### config.mk
export PLATFORM = sky130hd
export DESIGN_NAME = seg_xlate_unit
export DESIGN_NICKNAME = d
export VERILOG_FILES = /design/src/rtl/seg_xlate_pkg.sv /design/src/rtl/seg_cfg_bank.sv /design/src/rtl/seg_xlate_calc.sv /design/src/rtl/seg_xlate_unit.sv
export SDC_FILE = /design/constraint.sdc
export NUM_CORES = 1
export LEC_CHECK = 0
export BUFFER_PORTS_ARGS = -buffer_cell sky130_fd_sc_hd__buf_2
export CAP_MARGIN = 10
export CORE_UTILIZATION = 30
export CTS_BUF_LIST = sky130_fd_sc_hd__clkbuf_4 sky130_fd_sc_hd__clkbuf_8 sky130_fd_sc_hd__clkbuf_16
export DETAILED_ROUTE_END_ITERATION = 8
export GPL_TIMING_DRIVEN = 0
export SYNTH_ARGS = -nofsm -noshare
export SYNTH_HDL_FRONTEND = slang
export SYNTH_SLANG_ARGS = --single-unit
### constraint.sdc
create_clock -name clk -period 4.25 [get_ports clk]
set_clock_uncertainty 0.2 [all_clocks]
set_input_delay 0.85 -clock clk [delete_from_list [all_inputs] [get_ports clk]]
set_output_delay 0.85 -clock clk [all_outputs]
set_load 0.03 [all_outputs]
### src/rtl/seg_xlate_pkg.sv
package seg_xlate_pkg;
   typedef enum logic [1:0] {
      FLD_BASE  = 2'd0,
      FLD_BOUND = 2'd1,
      FLD_DIR   = 2'd2,
      FLD_NONE  = 2'd3
   } cfg_field_e;

   typedef enum logic {
      GROW_UP   = 1'b0,
      GROW_DOWN = 1'b1
   } grow_dir_e;
endpackage

### src/rtl/seg_cfg_bank.sv
module seg_cfg_bank
   import seg_xlate_pkg::*;
#(
   parameter int SEG_W    = 2,
   parameter int PA_W     = 16,
   parameter int N_MAPPED = 3
) (
   input  logic                               clk,
   input  logic                               rst_n,
   input  logic                               wr_en,
   input  logic [SEG_W-1:0]                   wr_seg,
   input  logic [1:0]                         wr_fld,
   input  logic [PA_W-1:0]                    wr_data,
   output logic [N_MAPPED-1:0][PA_W-1:0]      base_o,
   output logic [N_MAPPED-1:0][PA_W-1:0]      bound_o,
   output logic [N_MAPPED-1:0]                down_o
);
   generate
      for (genvar g = 0; g < N_MAPPED; g++) begin : g_seg
         localparam logic [SEG_W-1:0] SEG_ID = SEG_W'(g);
         logic hit;
         assign hit = wr_en && (wr_seg == SEG_ID);

         always_ff @(posedge clk or negedge rst_n) begin
            if (!rst_n) begin
               base_o[g]  <= '0;
               bound_o[g] <= '0;
               down_o[g]  <= GROW_UP;
            end else if (hit) begin
               case (cfg_field_e'(wr_fld))
                  FLD_BASE:  base_o[g]  <= wr_data;
                  FLD_BOUND: bound_o[g] <= wr_data;
                  FLD_DIR:   down_o[g]  <= wr_data[0];
                  default:   ;
               endcase
            end
         end
      end
   endgenerate
endmodule

### src/rtl/seg_xlate_calc.sv
module seg_xlate_calc #(
   parameter int SEG_W    = 2,
   parameter int OFF_W    = 12,
   parameter int PA_W     = 16,
   parameter int N_MAPPED = 3
) (
   input  logic [SEG_W-1:0]              seg,
   input  logic [OFF_W-1:0]              off,
   input  logic [N_MAPPED-1:0][PA_W-1:0] base_i,
   input  logic [N_MAPPED-1:0][PA_W-1:0] bound_i,
   input  logic [N_MAPPED-1:0]           down_i,
   output logic [PA_W-1:0]               paddr,
   output logic                          fault
);
   localparam logic [PA_W:0] MAX_OFF = {{(PA_W+1-OFF_W){1'b0}}, {OFF_W{1'b1}}};

   logic                 hit;
   logic [PA_W-1:0]      base_s, bound_s;
   logic                 down_s;
   logic [PA_W:0]        off_x, up_sum, dn_dist, dn_diff;
   logic                 up_bad, dn_bad;

   always_comb begin
      hit     = 1'b0;
      base_s  = '0;
      bound_s = '0;
      down_s  = 1'b0;
      for (int i = 0; i < N_MAPPED; i++) begin
         if (seg == SEG_W'(i)) begin
            hit     = 1'b1;
            base_s  = base_i[i];
            bound_s = bound_i[i];
            down_s  = down_i[i];
         end
      end
   end

   assign off_x   = {{(PA_W+1-OFF_W){1'b0}}, off};
   assign up_sum  = {1'b0, base_s} + off_x;
   assign dn_dist = MAX_OFF - off_x;
   assign dn_diff = {1'b0, bound_s} - dn_dist;

   assign up_bad = up_sum[PA_W] || (up_sum[PA_W-1:0] > bound_s);
   assign dn_bad = dn_diff[PA_W] || (dn_diff[PA_W-1:0] < base_s)
                   || (dn_diff[PA_W-1:0] > bound_s);

   always_comb begin
      if (!hit) begin
         fault = 1'b1;
         paddr = '0;
      end else if (down_s) begin
         fault = dn_bad;
         paddr = dn_bad ? '0 : dn_diff[PA_W-1:0];
      end else begin
         fault = up_bad;
         paddr = up_bad ? '0 : up_sum[PA_W-1:0];
      end
   end
endmodule

### src/rtl/seg_xlate_unit.sv
module seg_xlate_unit #(
   parameter int VA_W     = 14,
   parameter int SEG_W    = 2,
   parameter int PA_W     = 16,
   parameter int N_MAPPED = 3
) (
   input  logic              clk,
   input  logic              rst_n,
   input  logic              cfg_we,
   input  logic              cfg_priv,
   input  logic [SEG_W-1:0]  cfg_seg,
   input  logic [1:0]        cfg_field,
   input  logic [PA_W-1:0]   cfg_data,
   output logic              cfg_denied,
   input  logic              req_valid,
   input  logic [VA_W-1:0]   req_vaddr,
   output logic              rsp_valid,
   output logic [PA_W-1:0]   rsp_paddr,
   output logic              rsp_fault
);
   localparam int OFF_W = VA_W - SEG_W;
   localparam int N_SEG = 1 << SEG_W;

   generate
      if (OFF_W < 1 || OFF_W > PA_W)
         $error("offset width must be between 1 and the physical width");
      if (N_MAPPED < 1 || N_MAPPED > N_SEG)
         $error("mapped segment count exceeds the segment space");
   endgenerate

   logic [N_MAPPED-1:0][PA_W-1:0] base_w, bound_w;
   logic [N_MAPPED-1:0]           down_w;
   logic [PA_W-1:0]               paddr_w;
   logic                          fault_w;
   logic                          wr_ok;

   assign wr_ok = cfg_we && cfg_priv;

   seg_cfg_bank #(.SEG_W(SEG_W), .PA_W(PA_W), .N_MAPPED(N_MAPPED)) i_bank (
      .clk     (clk),
      .rst_n   (rst_n),
      .wr_en   (wr_ok),
      .wr_seg  (cfg_seg),
      .wr_fld  (cfg_field),
      .wr_data (cfg_data),
      .base_o  (base_w),
      .bound_o (bound_w),
      .down_o  (down_w)
   );

   seg_xlate_calc #(.SEG_W(SEG_W), .OFF_W(OFF_W), .PA_W(PA_W), .N_MAPPED(N_MAPPED)) i_calc (
      .seg     (req_vaddr[VA_W-1:OFF_W]),
      .off     (req_vaddr[OFF_W-1:0]),
      .base_i  (base_w),
      .bound_i (bound_w),
      .down_i  (down_w),
      .paddr   (paddr_w),
      .fault   (fault_w)
   );

   always_ff @(posedge clk or negedge rst_n) begin
      if (!rst_n) begin
         rsp_valid  <= 1'b0;
         rsp_paddr  <= '0;
         rsp_fault  <= 1'b0;
         cfg_denied <= 1'b0;
      end else begin
         rsp_valid  <= req_valid;
         cfg_denied <= cfg_we && !cfg_priv;
         if (req_valid) begin
            rsp_paddr <= paddr_w;
            rsp_fault <= fault_w;
         end else begin
            rsp_paddr <= '0;
            rsp_fault <= 1'b0;
         end
      end
   end
endmodule

Word level (Yosys, flattened, before mapping):

Cells that the tools add are included.

* output and inout bits: 19
* input bits: 39
* bits in registers: 118

* reductions and logical operators: 21
* muxes and demuxes: 20
* equal/unequal tests: 6
* add/sub/neg operators: 3
* magnitude comparators: 3

Operators with widths (number)
* $mux W16: 11
* $gt A16 B16 Y1: 2
* $reduce_and A2 Y1: 9
* $add A16 B12 Y17: 1
* $sub A16 B17 Y17: 1
* $lt A16 B16 Y1: 1
* $sub A12 B12 Y13 const A: 1
* $mux W1: 9
* $eq A2 B1 Y1 const B: 3
* $eq A2 B2 Y1 const B: 3
* $logic_not A2 Y1: 3
* $logic_and A1 B1 Y1: 5
* $logic_or A1 B1 Y1: 3
* $logic_not A1 Y1: 1

Longest topological paths before layout:

Gate-level depths: netlist (run 1).

* depth after elaboration: 12
* mapped depth: 24
* depth with buffers taken out: 22

Modules after synthesis:

Synthesis (run 1) repeated with hierarchy kept, for this count alone.

* cell total of the unflattened synthesis: 728
* area, all modules: 7898.8 um^2

By module, submodules not included
* seg_cfg_bank: instances 1, area each 3784.9 um^2, sequential area each 2477.4 um^2, cells an instance 221
* seg_xlate_calc: instances 1, area each 3492.1 um^2, sequential area each 0.0 um^2, cells an instance 468
* seg_xlate_unit: instances 1, area each 621.8 um^2, sequential area each 475.5 um^2, cells an instance 39

Least setup slack after synthesis (run 1):

OpenSTA, ideal clock, no wires.

* path kind: input to register
* from: input req_vaddr[12]
* to: register rsp_paddr[10]
* path slack: -1.303 ns
* cell stages on the path: 22
* buffers on the path: 3
* library setup time: 0.074 ns
* arrival: 5.278 ns
* cell sequence: buf_6 > buf_6 > buf_1 > mux2i_1 > o21ai_0 > ha_1 > a21o_1 > a21oi_1 > o211ai_1 > a31o_2 > a21oi_1 > xnor2_1 > ha_1 > a21o_1 > a21o_1 > a211o_1 > o211ai_1 > a41oi_1 > a311oi_1 > a41oi_4 > nand2_4 > a21boi_4

* cells in the longest elaborated chain, start to end: 12

Ends and longest elaborated chain
* start, declared: line seg_xlate_unit.sv:16 `input logic [VA_W-1:0] req_vaddr,`
* $logic_not A2 Y1: line seg_xlate_calc.sv:29 `if (seg == SEG_W'(i)) begin`
* $mux W16 (3 in series): line seg_xlate_calc.sv:29
* $sub A16 B17 Y17: line seg_xlate_calc.sv:41 `assign dn_diff = {1'b0, bound_s} - dn_dist;`
* $lt A16 B16 Y1: line seg_xlate_calc.sv:44 `assign dn_bad = dn_diff[PA_W] || (dn_diff[PA_W-1:0] < base_s)`
* $logic_or A1 B1 Y1: line seg_xlate_calc.sv:44
* $logic_or A1 B1 Y1: line seg_xlate_calc.sv:45 `|| (dn_diff[PA_W-1:0] > bound_s);`
* $mux W16: line seg_xlate_calc.sv:53 `paddr = dn_bad ? '0 : dn_diff[PA_W-1:0];`
* $mux W16: line seg_xlate_calc.sv:51 `end else if (down_s) begin`
* $mux W16 *: line seg_xlate_calc.sv:48 `if (!hit) begin`
* $mux W16 *: line seg_xlate_unit.sv:70 `if (req_valid) begin`
* end signal, assigned: line seg_xlate_unit.sv:71 `rsp_paddr <= paddr_w;`
* end, declared: line seg_xlate_unit.sv:18 `output logic [PA_W-1:0] rsp_paddr,`

Every way passes the cells marked *; elsewhere a longest branch is shown, timed or not.
A chain may end at the register's enable or synchronous reset.

Worst setup path after layout (run 1):

* from: input req_vaddr[12]
* to: register rsp_paddr[7]

Same word-level chain as after synthesis.

==> results of run 1 <==
-- kinds of logic after synthesis --
family | count (synthesis) | synth area share (%)
AOI/OAI and AO/OA | 150 | 14.29
and+or+nand+nor | 150 | 9.758
muxes | 140 | 19.84
DFF | 118 | 38.32
adders and majority gates | 71 | 11.72
buffers and inverters | 59 | 3.231
xor gates and xnor gates | 25 | 2.841
-- per-stage QoR --
step | instance area [sq um] | setup slack [ns] | hold WS [ns] | power, uW | setup TNS, ns
after floorplan | 7845 | -0.7512 | 0.2787 | 2776 | -11.36
final | 9583 | -0.9315 | 0.08297 | 4910 | -14.67
after detailed placement | 8567 | -2.285 | 0.2924 | 3262 | -36.51
after global routing | 9583 | -1.086 | 0.08404 | 5210 | -17.33
after global placement | 8533 | -2.302 | 0.2852 | 3222 | -36.70
after CTS | 9462 | -0.9095 | 0.07642 | 4886 | -14.17
-- routing by layer --
layer / routed length (microns) / vias to the layer above / global-route usage [%]
met5: 12 / - / 0
met2: 9448 / 135 / 25.60
li1: - / 2783 / -
met3: 917 / 30 / 3.320
met1: 10060 / 2870 / 23.03
met4: 359 / 2 / 4.803
-- layout make-up --
class	instances	area, sq um
clock inverter	15	185.2
fill	2430	15600
multi-input combinational	537	4820
sequential	118	2953
buffer	21	200.2
tap	330	412.9
inverter	38	142.6
timing repair buffer	74	444.2
clock buffer	17	425.4
-- power by group through the flow --
stage | combinational (uW) | sequential (uW) | clock [uW]
final | 1960 | 1440 | 1500
after global routing | 2160 | 1470 | 1580
after global placement | 1770 | 1450 | 0
after detailed placement | 1800 | 1460 | 0
after CTS | 1910 | 1440 | 1540
after floorplan | 1270 | 1510 | 0
-- path summary, 6_finish.rpt --
kind                       depth (start not counted)                end  slack [ns]         startpoint
min in group clk                                   1  i_bank.base_o[12]        0.30  i_bank.base_o[12]
setup reg to reg                                  20       rsp_paddr[7]       -0.63  i_bank.base_o[16]
setup / recovery                                  23       rsp_paddr[7]       -0.93      req_vaddr[12]
max in group asynchronous                          2   i_bank.base_o[0]        3.03              rst_n
hold reg to reg                                    1  i_bank.base_o[12]        0.30  i_bank.base_o[12]
hold / removal                                     1       rsp_paddr[8]        0.08              rst_n
-- flip-flops by register name (all words and copies together) (netlist names) --
signal          cells
i_bank.base_o      48
i_bank.bound_o     48
rsp_paddr          16
i_bank.down_o       3
cfg_denied          1
rsp_fault           1
rsp_valid           1
-- worst max-delay path, delay by kind of cell --
| kind | cells | cell delay, ns |
|---|---|---|
| compound gates | 11 | 2.19 |
| simple gates | 5 | 0.98 |
| fa+ha+maj | 2 | 0.61 |
| buf+inv | 3 | 0.34 |
| mux | 1 | 0.27 |
| xor+xnor | 1 | 0.08 |
-- cell usage in the layout (no fill, tap or decap), types with 10 or more instances in the layout --
cell | netlist | routed
sky130_fd_sc_hd__a21o_1 | 15 | 15
sky130_fd_sc_hd__a21oi_1 | 36 | 30
sky130_fd_sc_hd__buf_2 | 1 | 55
sky130_fd_sc_hd__buf_4 | 1 | 18
sky130_fd_sc_hd__clkbuf_16 | 0 | 17
sky130_fd_sc_hd__dfrtp_1 | 118 | 118
sky130_fd_sc_hd__ha_1 | 69 | 60
sky130_fd_sc_hd__inv_1 | 37 | 36
sky130_fd_sc_hd__mux2_2 | 99 | 99
sky130_fd_sc_hd__mux2i_1 | 40 | 38
sky130_fd_sc_hd__nand2_1 | 59 | 58
sky130_fd_sc_hd__nor2_1 | 31 | 29
sky130_fd_sc_hd__o21a_1 | 10 | 10
sky130_fd_sc_hd__o21ai_0 | 40 | 21
sky130_fd_sc_hd__o21ai_1 | 3 | 14
sky130_fd_sc_hd__xnor2_1 | 19 | 17
-- what timing repair did --
action / CTS / global route
pin swaps: 23 / 20
buffers inserted: 15 / 3
gates cloned: 1 / 0
hold buffers: 0 / 0
endpoints found under the setup margin: 17 / 17
gates resized for setup: 39 / 29
==> results_tabular.tex, run 1 <==
\begin{tabular}{lr}
\hline
Metric & Value \\
\hline
\multicolumn{2}{l}{\textbf{Status}} \\
Run status & finished, violations left \\
Failing checks & setup timing \\
\multicolumn{2}{l}{\textbf{Synth}} \\
Top cell type's share of synthesized area & 38.32\% \\
Most area-hungry cell type in the Yosys netlist & sky130\_fd\_sc\_hd\_\_dfrtp\_1 \\
Top cells by count, synth & sky130\_fd\_sc\_hd\_\_dfrtp\_1 (118), sky130\_fd\_sc\_hd\_\_mux2\_2 (99), sky130\_fd\_sc\_hd\_\_ha\_1 (69) \\
Synth cell types & 68 \\
Post-synth EDFFs & 0 \\
Average instance area after synthesis & 10.81 sq um \\
Most common cell in the synthesized netlist & sky130\_fd\_sc\_hd\_\_dfrtp\_1 \\
Biggest area contributors in the synthesized netlist & sky130\_fd\_sc\_hd\_\_dfrtp\_1 (38\%), sky130\_fd\_sc\_hd\_\_mux2\_2 (14\%), sky130\_fd\_sc\_hd\_\_ha\_1 (11\%) \\
Proportion of register bits with asynchronous set or reset after synthesis & 100.0\% \\
Portion of the post-synthesis area used by sequential elements & 38.32\% \\
FF+latch count, synth & 118 \\
Area of the mapped netlist & 7706 sq um \\
Most used DFF post-synth & sky130\_fd\_sc\_hd\_\_dfrtp\_1 \\
Post-Syn Nets & 823 \\
Instance count of the mapped netlist & 713 \\
Warnings from Yosys & 0 \\
\multicolumn{2}{l}{\textbf{Drt}} \\
Post-route antenna net violation count & 0 \\
DRT iter0 DRCs & 398 \\
Average wire length per cell after detail routing & 18.09 microns \\
Drt first pass iters & 5 \\
Total Wirelength & 20800 microns \\
Total number of vias & 5820 \\
Final routed DRC violation total & 0 \\
Drt via density & 5.061 \\
\multicolumn{2}{l}{\textbf{STA}} \\
Total of endpoints with negative setup slack in the final report & 17 \\
Tightest Pin Transition & 0.8689 ns \\
Number of failing hold endpoints at the final stage & 0 \\
Final critical-path setup slack & -0.9315 ns \\
Slew margin rel. & 42.07\% \\
Highest achievable clock rate & 193.0 MHz \\
Unrepaired setup endpoints after global routing & yes \\
Final count of pins violating max slew & 0 \\
Ratio of final minimum period to clock period & 121.9\% \\
Post-route minimum period & 5.181 ns \\
\multicolumn{2}{l}{\textbf{Pwr}} \\
Switching power summed over all nets & 1827 uW \\
Sw Ratio & 37.21\% \\
Total power density per cell area & 512.4 nW/um\^{}2 \\
Sequential fraction of design power & 29.4\% \\
Cell leakage power & 0.004426 uW \\
Worst IR drop on VDD & 0.2614 mV \\
Part of the power in the clock network & 30.6\% \\
Internal Power & 3083 uW \\
Combinational group share of total power & 40.0\% \\
\multicolumn{2}{l}{\textbf{Global route}} \\
Number of global-route vias before repair & 5764 \\
Maximum number of pins on one net before global-route repair & 95 \\
Congestion Overflow GR & 0 \\
Global-route wire length before repair & 32470 microns \\
Overall Global Routing Usage & 16.50\% \\
Initial antenna violation count & 1 \\
\multicolumn{2}{l}{\textbf{Clock network}} \\
Worst-path clk slew & 0.07 ns \\
TritonCTS clock tree & done \\
Clock latency reported for the late side of the worst-skew pair & 0.43 ns \\
\# clock sinks & 118 \\
Maximum number of buffers from clock root to sink & 2 \\
Clock buffer count from CTS & 17 \\
Clock root buffer master & sky130\_fd\_sc\_hd\_\_clkbuf\_16 \\
Number of H-tree levels & 4 \\
\multicolumn{2}{l}{\textbf{Placed design}} \\
Number of input and output port buffers inserted & 55 \\
Detailed placement HPWL & 15520 microns \\
Dpl cells & 1099 \\
Routability congestion estimate & 0.8653 \\
\multicolumn{2}{l}{\textbf{Worst setup path}} \\
CP cell instances & buf\_12 -> buf\_12 -> buf\_12 -> mux2i\_4 -> o21ai\_4 -> ha\_4 -> a21o\_1 -> a21oi\_2 -> o211ai\_1 -> a31oi\_2 -> o41ai\_4 -> nor2b\_4 -> xnor2\_2 -> ha\_1 -> nand4\_1 -> nor3\_2 -> nand4\_1 -> a21oi\_2 -> a41oi\_4 -> a311oi\_2 -> a41oi\_4 -> nand2\_4 -> a21boi\_4 \\
Most prevalent standard cell on the critical path & sky130\_fd\_sc\_hd\_\_buf\_12 \\
Critical-path maximum fanout & 5 \\
Worst path required time & 4.39 ns \\
Critical Path AT & 5.32 ns \\
Crit path kind & in -> reg \\
Category of the worst setup path launch point & input port \\
Stage delay of the slowest cell on the critical path & 0.39 ns \\
Endpoint type of the worst setup path & flip-flop \\
Cell with the largest stage delay on the worst path & sky130\_fd\_sc\_hd\_\_o211ai\_1 \\
\multicolumn{2}{l}{\textbf{Layout}} \\
Share of final-layout standard cells stronger than drive strength 1 & 35.12\% \\
Area growth from synthesis to final layout & 24.35\% \\
Final core occ & 38.06\% \\
Fin nets & 917 \\
Non-filler instance count after layout & 1150 \\
Number of inserted diodes & 0 \\
\multicolumn{2}{l}{\textbf{Floorplan}} \\
Die Footprint & 26330 sq um \\
Effective utilization at floorplan & 30.60\% \\
I/O Pins & 58 \\
Placeable core region & 25180 sq um \\
FP Rows & 58 \\
Width of the chip & 162.3 microns \\
Die extent in y & 162.3 microns \\
\multicolumn{2}{l}{\textbf{Run}} \\
Total of max-cap violations & 0 \\
\multicolumn{2}{l}{\textbf{Min path}} \\
Type of the tightest min-delay check & in -> async \\
\hline
\end{tabular}
No activity file was read; power rests on OpenSTA's default activity.
==> inputs of run 2 (changes only) <==
--- a/config.mk
+++ b/config.mk
@@ -7,10 +7,12 @@
 export LEC_CHECK = 0
 export BUFFER_PORTS_ARGS = -buffer_cell sky130_fd_sc_hd__buf_2
 export CAP_MARGIN = 10
+export CORE_MARGIN = 2
 export CORE_UTILIZATION = 30
 export CTS_BUF_LIST = sky130_fd_sc_hd__clkbuf_4 sky130_fd_sc_hd__clkbuf_8 sky130_fd_sc_hd__clkbuf_16
 export DETAILED_ROUTE_END_ITERATION = 8
 export GPL_TIMING_DRIVEN = 0
+export PLACE_DENSITY = 0.51
 export SYNTH_ARGS = -nofsm -noshare
 export SYNTH_HDL_FRONTEND = slang
 export SYNTH_SLANG_ARGS = --single-unit
==> results_tabular.tex, run 2 (synthesis results as in run 1) <==
\begin{tabular}{lr}
\hline
Metric & Value \\
\hline
\multicolumn{2}{l}{\textbf{Status}} \\
Run status & finished, violations left \\
Failing checks & setup timing \\
\multicolumn{2}{l}{\textbf{STA}} \\
Highest achievable clock rate & 193.6 MHz (+0.31\%) \\
Unrepaired setup endpoints after global routing & yes \\
Tightest Pin Transition & 0.9459 ns (+0.07701 ns) \\
Final count of pins violating max slew & 0 (unchanged) \\
Total of endpoints with negative setup slack in the final report & 17 (unchanged) \\
Post-route minimum period & 5.165 ns (-0.01619 ns) \\
Slew margin rel. & 36.27\% (-5.8 points) \\
Final critical-path setup slack & -0.9153 ns (+0.01619 ns) \\
Ratio of final minimum period to clock period & 121.5\% (-0.38 points) \\
Number of failing hold endpoints at the final stage & 0 (unchanged) \\
\multicolumn{2}{l}{\textbf{Floorplan}} \\
I/O Pins & 58 (unchanged) \\
Die Footprint & 26980 sq um (+2.5\%) \\
Die extent in y & 164.3 microns (+1.2\%) \\
Width of the chip & 164.3 microns (+1.2\%) \\
FP Rows & 58 (unchanged) \\
Effective utilization at floorplan & 30.60\% (unchanged) \\
Placeable core region & 25180 sq um (unchanged) \\
\multicolumn{2}{l}{\textbf{Clock network}} \\
Clock latency reported for the late side of the worst-skew pair & 0.42 ns (about the same) \\
Clock buffer count from CTS & 17 (unchanged) \\
Worst-path clk slew & 0.06 ns (about the same) \\
\# clock sinks & 118 (unchanged) \\
TritonCTS clock tree & done \\
Number of H-tree levels & 4 (unchanged) \\
Clock root buffer master & sky130\_fd\_sc\_hd\_\_clkbuf\_16 \\
Maximum number of buffers from clock root to sink & 2 (unchanged) \\
\multicolumn{2}{l}{\textbf{Layout}} \\
Registers with the highest flip-flop counts & i\_bank.base\_o (48), i\_bank.bound\_o (48), rsp\_paddr (16) \\
Fin nets & 932 (+1.6\%) \\
Non-filler instance count after layout & 1165 (+1.3\%) \\
Final design area excluding fillers & 9896 sq um (+3.3\%) \\
Area growth from synthesis to final layout & 28.41\% \\
Top library cells by usage in the layout, fill and taps aside & sky130\_fd\_sc\_hd\_\_dfrtp\_1 (118), sky130\_fd\_sc\_hd\_\_mux2\_2 (99), sky130\_fd\_sc\_hd\_\_ha\_1 (61) \\
Share of final-layout standard cells stronger than drive strength 1 & 38.92\% (+3.8 points) \\
Most frequent standard cell in the layout excluding fill and tap cells & sky130\_fd\_sc\_hd\_\_dfrtp\_1 \\
Number of inserted diodes & 0 (unchanged) \\
\multicolumn{2}{l}{\textbf{Drt}} \\
Total number of vias & 5755 (-1.1\%) \\
Drt first pass iters & 5 (unchanged) \\
Drt via density & 4.940 (-2.4\%) \\
Final routed DRC violation total & 0 (unchanged) \\
Total Wirelength & 21530 microns (+3.5\%) \\
DRT iter0 DRCs & 271 (-32\%) \\
Post-route antenna net violation count & 0 (unchanged) \\
Average wire length per cell after detail routing & 18.48 microns (+2.2\%) \\
\multicolumn{2}{l}{\textbf{Global route}} \\
Initial antenna violation count & 1 (unchanged) \\
Overall Global Routing Usage & 16.78\% (+0.28 points) \\
Congestion Overflow GR & 0 (unchanged) \\
Number of global-route vias before repair & 5801 (+0.64\%) \\
Global-route wire length before repair & 33830 microns (+4.2\%) \\
Maximum number of pins on one net before global-route repair & 95 (unchanged) \\
\multicolumn{2}{l}{\textbf{Worst setup path}} \\
Crit path kind & in -> reg \\
Stage delay of the slowest cell on the critical path & 0.34 ns (-0.05 ns) \\
Worst r2r dst & rsp\_paddr[7] \\
Most prevalent standard cell on the critical path & sky130\_fd\_sc\_hd\_\_buf\_12 \\
Number of cells on the critical path & 24 (+4.3\%) \\
Bufs and invs on worst path & 5 (+2) \\
Critical Path AT & 5.29 ns (-0.03 ns) \\
Critical-path maximum fanout & 7 (+2) \\
Category of the worst setup path launch point & input port \\
Cell with the largest stage delay on the worst path & sky130\_fd\_sc\_hd\_\_a311oi\_2 \\
Crit path launch & req\_vaddr[12] \\
Crit path capture & rsp\_paddr[7] \\
Reg-to-reg critical path startpoint & i\_bank.base\_o[16] \\
CP cell instances & buf\_12 -> buf\_12 -> buf\_12 -> mux2i\_4 -> o21ai\_4 -> ha\_4 -> a21o\_1 -> a21oi\_4 -> o211ai\_1 -> buf\_4 -> a31o\_4 -> a21oi\_4 -> xnor2\_2 -> ha\_1 -> a21o\_1 -> a21o\_1 -> a211o\_1 -> o211ai\_1 -> a41oi\_4 -> a311oi\_2 -> a41oi\_4 -> buf\_12 -> nand2\_8 -> a21boi\_4 \\
Endpoint type of the worst setup path & flip-flop \\
Reg2Reg Setup Slack & -0.54 ns (+0.09 ns) \\
R2R cell count & 21 (+5.0\%) \\
Top cell family by delay on the critical path & compound AO/OA/AOI/OAI gates \\
Worst path required time & 4.38 ns (about the same) \\
\multicolumn{2}{l}{\textbf{Pwr}} \\
Cell leakage power & 0.004543 uW (+2.6\%) \\
Worst IR drop on VDD & 0.2679 mV (+2.5\%) \\
Total power density per cell area & 517.7 nW/um\^{}2 (+1.0\%) \\
\multicolumn{2}{l}{\textbf{Placed design}} \\
Detailed placement HPWL & 15900 microns (+2.4\%) \\
Standard cell area after detailed placement & 8567 sq um (unchanged) \\
Dpl cells & 1099 (unchanged) \\
Number of input and output port buffers inserted & 55 (unchanged) \\
Routability congestion estimate & 0.8138 (-6.0\%) \\
\multicolumn{2}{l}{\textbf{Run}} \\
Total of max-cap violations & 0 (unchanged) \\
\multicolumn{2}{l}{\textbf{Min path}} \\
Type of the tightest min-delay check & in -> async \\
\hline
\end{tabular}
==> run 2: worst min-delay path by stage <==
stage	startpoint	endpoint	depth (start not counted)
6_report	rst_n	rsp_paddr[15]	1
3_3_place_gp	i_bank.base_o[21]	i_bank.base_o[21]	1
5_1_grt	rst_n	rsp_paddr[10]	1
2_1_floorplan	i_bank.bound_o[0]	i_bank.bound_o[0]	1
4_1_cts	rst_n	rsp_paddr[7]	1
3_5_place_dp	i_bank.bound_o[10]	i_bank.bound_o[10]	1
==> run 2: timing repair <==
item,CTS,global route
gates cloned,1,0
buffers inserted,28,5
hold buffers,0,0
endpoints found under the setup margin,17,17
gates resized for setup,66,33
pin swaps,29,27
==> run 2: metrics by stage <==
stage               power (uW)  TNS (ns)  util (%)  worst slack (ns)  hold slack, ns
floorplan                 2776    -11.36         -           -0.7512          0.2787
global placement          3246    -34.97     33.89            -2.194          0.2859
detailed placement        3272    -34.57     34.02            -2.166          0.2929
CTS                       5067    -12.75     38.65           -0.8007         0.09314
global route              5444    -17.44     39.30            -1.083          0.1060
finish                    5123    -14.55     39.30           -0.9153         0.09804
==> run 2: power by group <==
group | switching [uW] | internal (uW) | leakage (uW)
combinational | 1170 | 944 | 0.00272
clock | 566 | 1000 | 0.000303
sequential | 103 | 1340 | 0.00152
==> run 2: per-layer routing <==
metal | GRT usage [%] | routed length (microns) | up-vias
li1 | - | - | 2812
met1 | 23.79 | 10660 | 2829
met2 | 26.45 | 9846 | 97
met3 | 3.106 | 762 | 15
met4 | 3.868 | 248 | 2
met5 | 0 | 7 | -
==> run 2: layout make-up <==
cell class	instances	area (sq um)
flip-flops and latches	118	2953
inverters	38	142.6
multi-input cells	537	4955
well taps	330	412.9
clock buffers	18	439.2
plain buffers	21	198.9
clock inverters	14	196.4
fillers	2485	15290
repair buffers	89	598.1
==> inputs of run 3 (changes only) <==
--- a/config.mk
+++ b/config.mk
@@ -12,7 +12,7 @@
 export CTS_BUF_LIST = sky130_fd_sc_hd__clkbuf_4 sky130_fd_sc_hd__clkbuf_8 sky130_fd_sc_hd__clkbuf_16
 export DETAILED_ROUTE_END_ITERATION = 8
 export GPL_TIMING_DRIVEN = 0
-export PLACE_DENSITY = 0.51
+export PLACE_DENSITY = 0.5
 export SYNTH_ARGS = -nofsm -noshare
 export SYNTH_HDL_FRONTEND = slang
 export SYNTH_SLANG_ARGS = --single-unit
==> constraint.sdc (replaced) <==
create_clock -name clk -period 5.9 [get_ports clk]
set_clock_uncertainty 0.2 [all_clocks]
set_input_delay 1.18 -clock clk [delete_from_list [all_inputs] [get_ports clk]]
set_output_delay 1.18 -clock clk [all_outputs]
set_load 0.03 [all_outputs]
==> results_tabular.tex, run 3 (synthesis results as in run 1) <==
\begin{tabular}{lr}
\hline
Metric & Value \\
\hline
\multicolumn{2}{l}{\textbf{Clock network}} \\
Maximum number of buffers from clock root to sink & 2 (unchanged) \\
Clock latency reported for the late side of the worst-skew pair & 0.43 ns (about the same) \\
Clock buffer count from CTS & 17 (unchanged) \\
TritonCTS clock tree & done \\
Number of H-tree levels & 4 (unchanged) \\
Clock root buffer master & sky130\_fd\_sc\_hd\_\_clkbuf\_16 \\
\# clock sinks & 118 (unchanged) \\
Worst-path clk slew & 0.06 ns (about the same) \\
\multicolumn{2}{l}{\textbf{Layout}} \\
Share of final-layout standard cells stronger than drive strength 1 & 31.49\% (-7.4 points) \\
Final design area excluding fillers & 9320 sq um (-5.8\%) \\
Top library cells by usage in the layout, fill and taps aside & sky130\_fd\_sc\_hd\_\_dfrtp\_1 (118), sky130\_fd\_sc\_hd\_\_mux2\_2 (99), sky130\_fd\_sc\_hd\_\_ha\_1 (68) \\
Registers with the highest flip-flop counts & i\_bank.base\_o (48), i\_bank.bound\_o (48), rsp\_paddr (16) \\
Most frequent standard cell in the layout excluding fill and tap cells & sky130\_fd\_sc\_hd\_\_dfrtp\_1 \\
Number of inserted diodes & 0 (unchanged) \\
Fin nets & 910 (-2.4\%) \\
Fillers & 2520 (+1.4\%) \\
Area growth from synthesis to final layout & 20.94\% \\
\multicolumn{2}{l}{\textbf{Floorplan}} \\
Effective utilization at floorplan & 30.60\% (unchanged) \\
Die extent in y & 164.3 microns (unchanged) \\
Width of the chip & 164.3 microns (unchanged) \\
Die Footprint & 26980 sq um (unchanged) \\
FP Rows & 58 (unchanged) \\
Placeable core region & 25180 sq um (unchanged) \\
I/O Pins & 58 (unchanged) \\
\multicolumn{2}{l}{\textbf{Worst setup path}} \\
Crit path launch & req\_vaddr[12] \\
Crit path kind & in -> reg \\
Crit path capture & rsp\_paddr[6] \\
Category of the worst setup path launch point & input port \\
Critical-path maximum fanout & 10 (+3) \\
Reg-to-reg critical path startpoint & i\_bank.base\_o[0] \\
Reg2Reg Setup Slack & 0.94 ns (+1.48 ns) \\
Endpoint type of the worst setup path & flip-flop \\
Worst r2r dst & rsp\_paddr[6] \\
R2R cell count & 20 (-4.8\%) \\
Critical Path AT & 5.89 ns (+0.60 ns) \\
Worst path required time & 6.04 ns (+1.66 ns) \\
\multicolumn{2}{l}{\textbf{Min path}} \\
Type of the tightest min-delay check & reg -> reg \\
\multicolumn{2}{l}{\textbf{STA}} \\
Final count of pins violating max slew & 0 (unchanged) \\
Ratio of final minimum period to clock period & 97.44\% \\
Fin Setup TNS & 0 ns (+14.55 ns) \\
Total of endpoints with negative setup slack in the final report & 0 (-17) \\
Final critical-path setup slack & 0.1510 ns (+1.066 ns) \\
Post-route minimum period & 5.749 ns \\
Final worst hold slack & 0.3027 ns (+0.2046 ns) \\
Number of failing hold endpoints at the final stage & 0 (unchanged) \\
Tightest Pin Transition & 0.9101 ns (-0.03583 ns) \\
Slew margin rel. & 38.69\% (+2.4 points) \\
Highest achievable clock rate & 173.9 MHz \\
\multicolumn{2}{l}{\textbf{Placed design}} \\
Worst setup slack before clock tree synthesis & -1.632 ns (+0.5341 ns) \\
Number of input and output port buffers inserted & 55 (unchanged) \\
Standard cell area after detailed placement & 8428 sq um (-1.6\%) \\
Detailed placement HPWL & 15670 microns (-1.5\%) \\
Routability congestion estimate & 0.8204 (+0.81\%) \\
\multicolumn{2}{l}{\textbf{Drt}} \\
Total Wirelength & 20670 microns (-4.0\%) \\
Wire length the detailed router placed on met1 & 10200 microns (-4.3\%) \\
Post-route antenna net violation count & 0 (unchanged) \\
DR WL met3 & 858 microns (+13\%) \\
Final routed DRC violation total & 0 (unchanged) \\
Average wire length per cell after detail routing & 18.08 microns (-2.2\%) \\
Uppermost signal routing layer after detailed routing & met4 \\
Total number of vias & 5690 (-1.1\%) \\
DRT iter0 DRCs & 290 (+7.0\%) \\
Drt first pass iters & 5 (unchanged) \\
Routed wl met2 & 9366 microns (-4.9\%) \\
Drt via density & 4.978 (+0.77\%) \\
\multicolumn{2}{l}{\textbf{Global route}} \\
Global-route wire length before repair & 32040 microns (-5.3\%) \\
Congestion Overflow GR & 0 (unchanged) \\
Overall Global Routing Usage & 15.98\% (-0.80 points) \\
Number of global-route vias before repair & 5556 (-4.2\%) \\
Initial antenna violation count & 0 (-1) \\
Maximum number of pins on one net before global-route repair & 90 (-5.3\%) \\
\multicolumn{2}{l}{\textbf{Status}} \\
Run status & finished, final reports clean \\
\multicolumn{2}{l}{\textbf{Pwr}} \\
Worst IR drop on VDD & 0.1944 mV (-27\%) \\
Total power density per cell area & 373.3 nW/um\^{}2 (-28\%) \\
Cell leakage power & 0.004353 uW (-4.2\%) \\
\multicolumn{2}{l}{\textbf{Run}} \\
Total of max-cap violations & 0 (unchanged) \\
\hline
\end{tabular}
## run 3: cell count changes in the layout (fill, tap and decap cells not counted), sizes merged
cell,delta
buf,-20
bufinv,-1
clkbuf,-2
clkinv,-1
clkinvlp,-2
inv,+4
## run 3: what timing repair did
item / in CTS / in global routing
setup endpoints to repair: 17 / 17
resized for setup: 25 / 40
buffers inserted: 1 / 10
pin swaps: 0 / 16
gates cloned: 0 / 1
endpoints found under the hold margin: 0 / 0
hold buffers: 0 / 0
## run 3: worst max-delay path, stage by stage
cell                        delay, ns
sky130_fd_sc_hd__buf_6           0.15
sky130_fd_sc_hd__buf_12          0.17
sky130_fd_sc_hd__buf_12          0.16
sky130_fd_sc_hd__mux2i_2         0.23
sky130_fd_sc_hd__o21ai_2         0.14
sky130_fd_sc_hd__ha_1            0.30
sky130_fd_sc_hd__a21o_1          0.16
sky130_fd_sc_hd__a21oi_4         0.09
sky130_fd_sc_hd__o211ai_1        0.34
sky130_fd_sc_hd__a31oi_2         0.18
sky130_fd_sc_hd__o41ai_4         0.33
sky130_fd_sc_hd__buf_4           0.19
sky130_fd_sc_hd__a21oi_1         0.06
sky130_fd_sc_hd__a31oi_1         0.24
sky130_fd_sc_hd__ha_1            0.30
sky130_fd_sc_hd__a2111oi_1       0.54
sky130_fd_sc_hd__a41oi_2         0.24
sky130_fd_sc_hd__a311oi_2        0.40
sky130_fd_sc_hd__a41oi_4         0.12
sky130_fd_sc_hd__buf_6           0.20
sky130_fd_sc_hd__a21oi_1         0.15
## run 3: report_power, final
part / switching [uW] / internal (uW)
Combinational: 762 / 574
Clock: 426 / 682
Sequential: 68.4 / 967
## run 3: layout make-up
cell class | instances | area (sq um) | area share [%]
clock inverters | 14 | 187.7 | 2.014
inverters | 38 | 142.6 | 1.530
flip-flops and latches | 118 | 2953 | 31.68
clock buffers | 18 | 432.9 | 4.645
plain buffers | 21 | 162.7 | 1.745
multi-input cells | 537 | 4633 | 49.71
repair buffers | 67 | 395.4 | 4.242
well taps | 330 | 412.9 | 4.430
## run 3: routing by layer
layer	GRT usage (%)	vias to the layer above
li1	-	2772
met1	23.20	2787
met2	24.57	109
met3	2.626	22
met4	4.187	0
met5	0	-
## run 3: worst min-delay path by stage
stage,endpoint,startpoint,cells after the start,slack (ns)
6_report,i_bank.bound_o[6],i_bank.bound_o[6],1,0.30
5_1_grt,i_bank.bound_o[9],i_bank.bound_o[9],1,0.31
4_1_cts,i_bank.bound_o[4],i_bank.bound_o[4],1,0.31
3_5_place_dp,i_bank.base_o[47],i_bank.base_o[47],1,0.29
3_3_place_gp,i_bank.base_o[18],i_bank.base_o[18],1,0.29
2_1_floorplan,i_bank.bound_o[0],i_bank.bound_o[0],1,0.28
## run 3: per-stage QoR
| stage | cells | util [%] | total power [uW] |
|---|---|---|---|
| 6_report | 1143 | 37.01 | 3479 |
| 5_1_grt | 1143 | 37.01 | 3717 |
| 4_1_cts | 1132 | 36.20 | 3455 |
| 3_5_place_dp | 1099 | 33.47 | 2314 |
| 3_3_place_gp | 1098 | 33.34 | 2300 |
| 2_1_floorplan | 713 | - | 1965 |
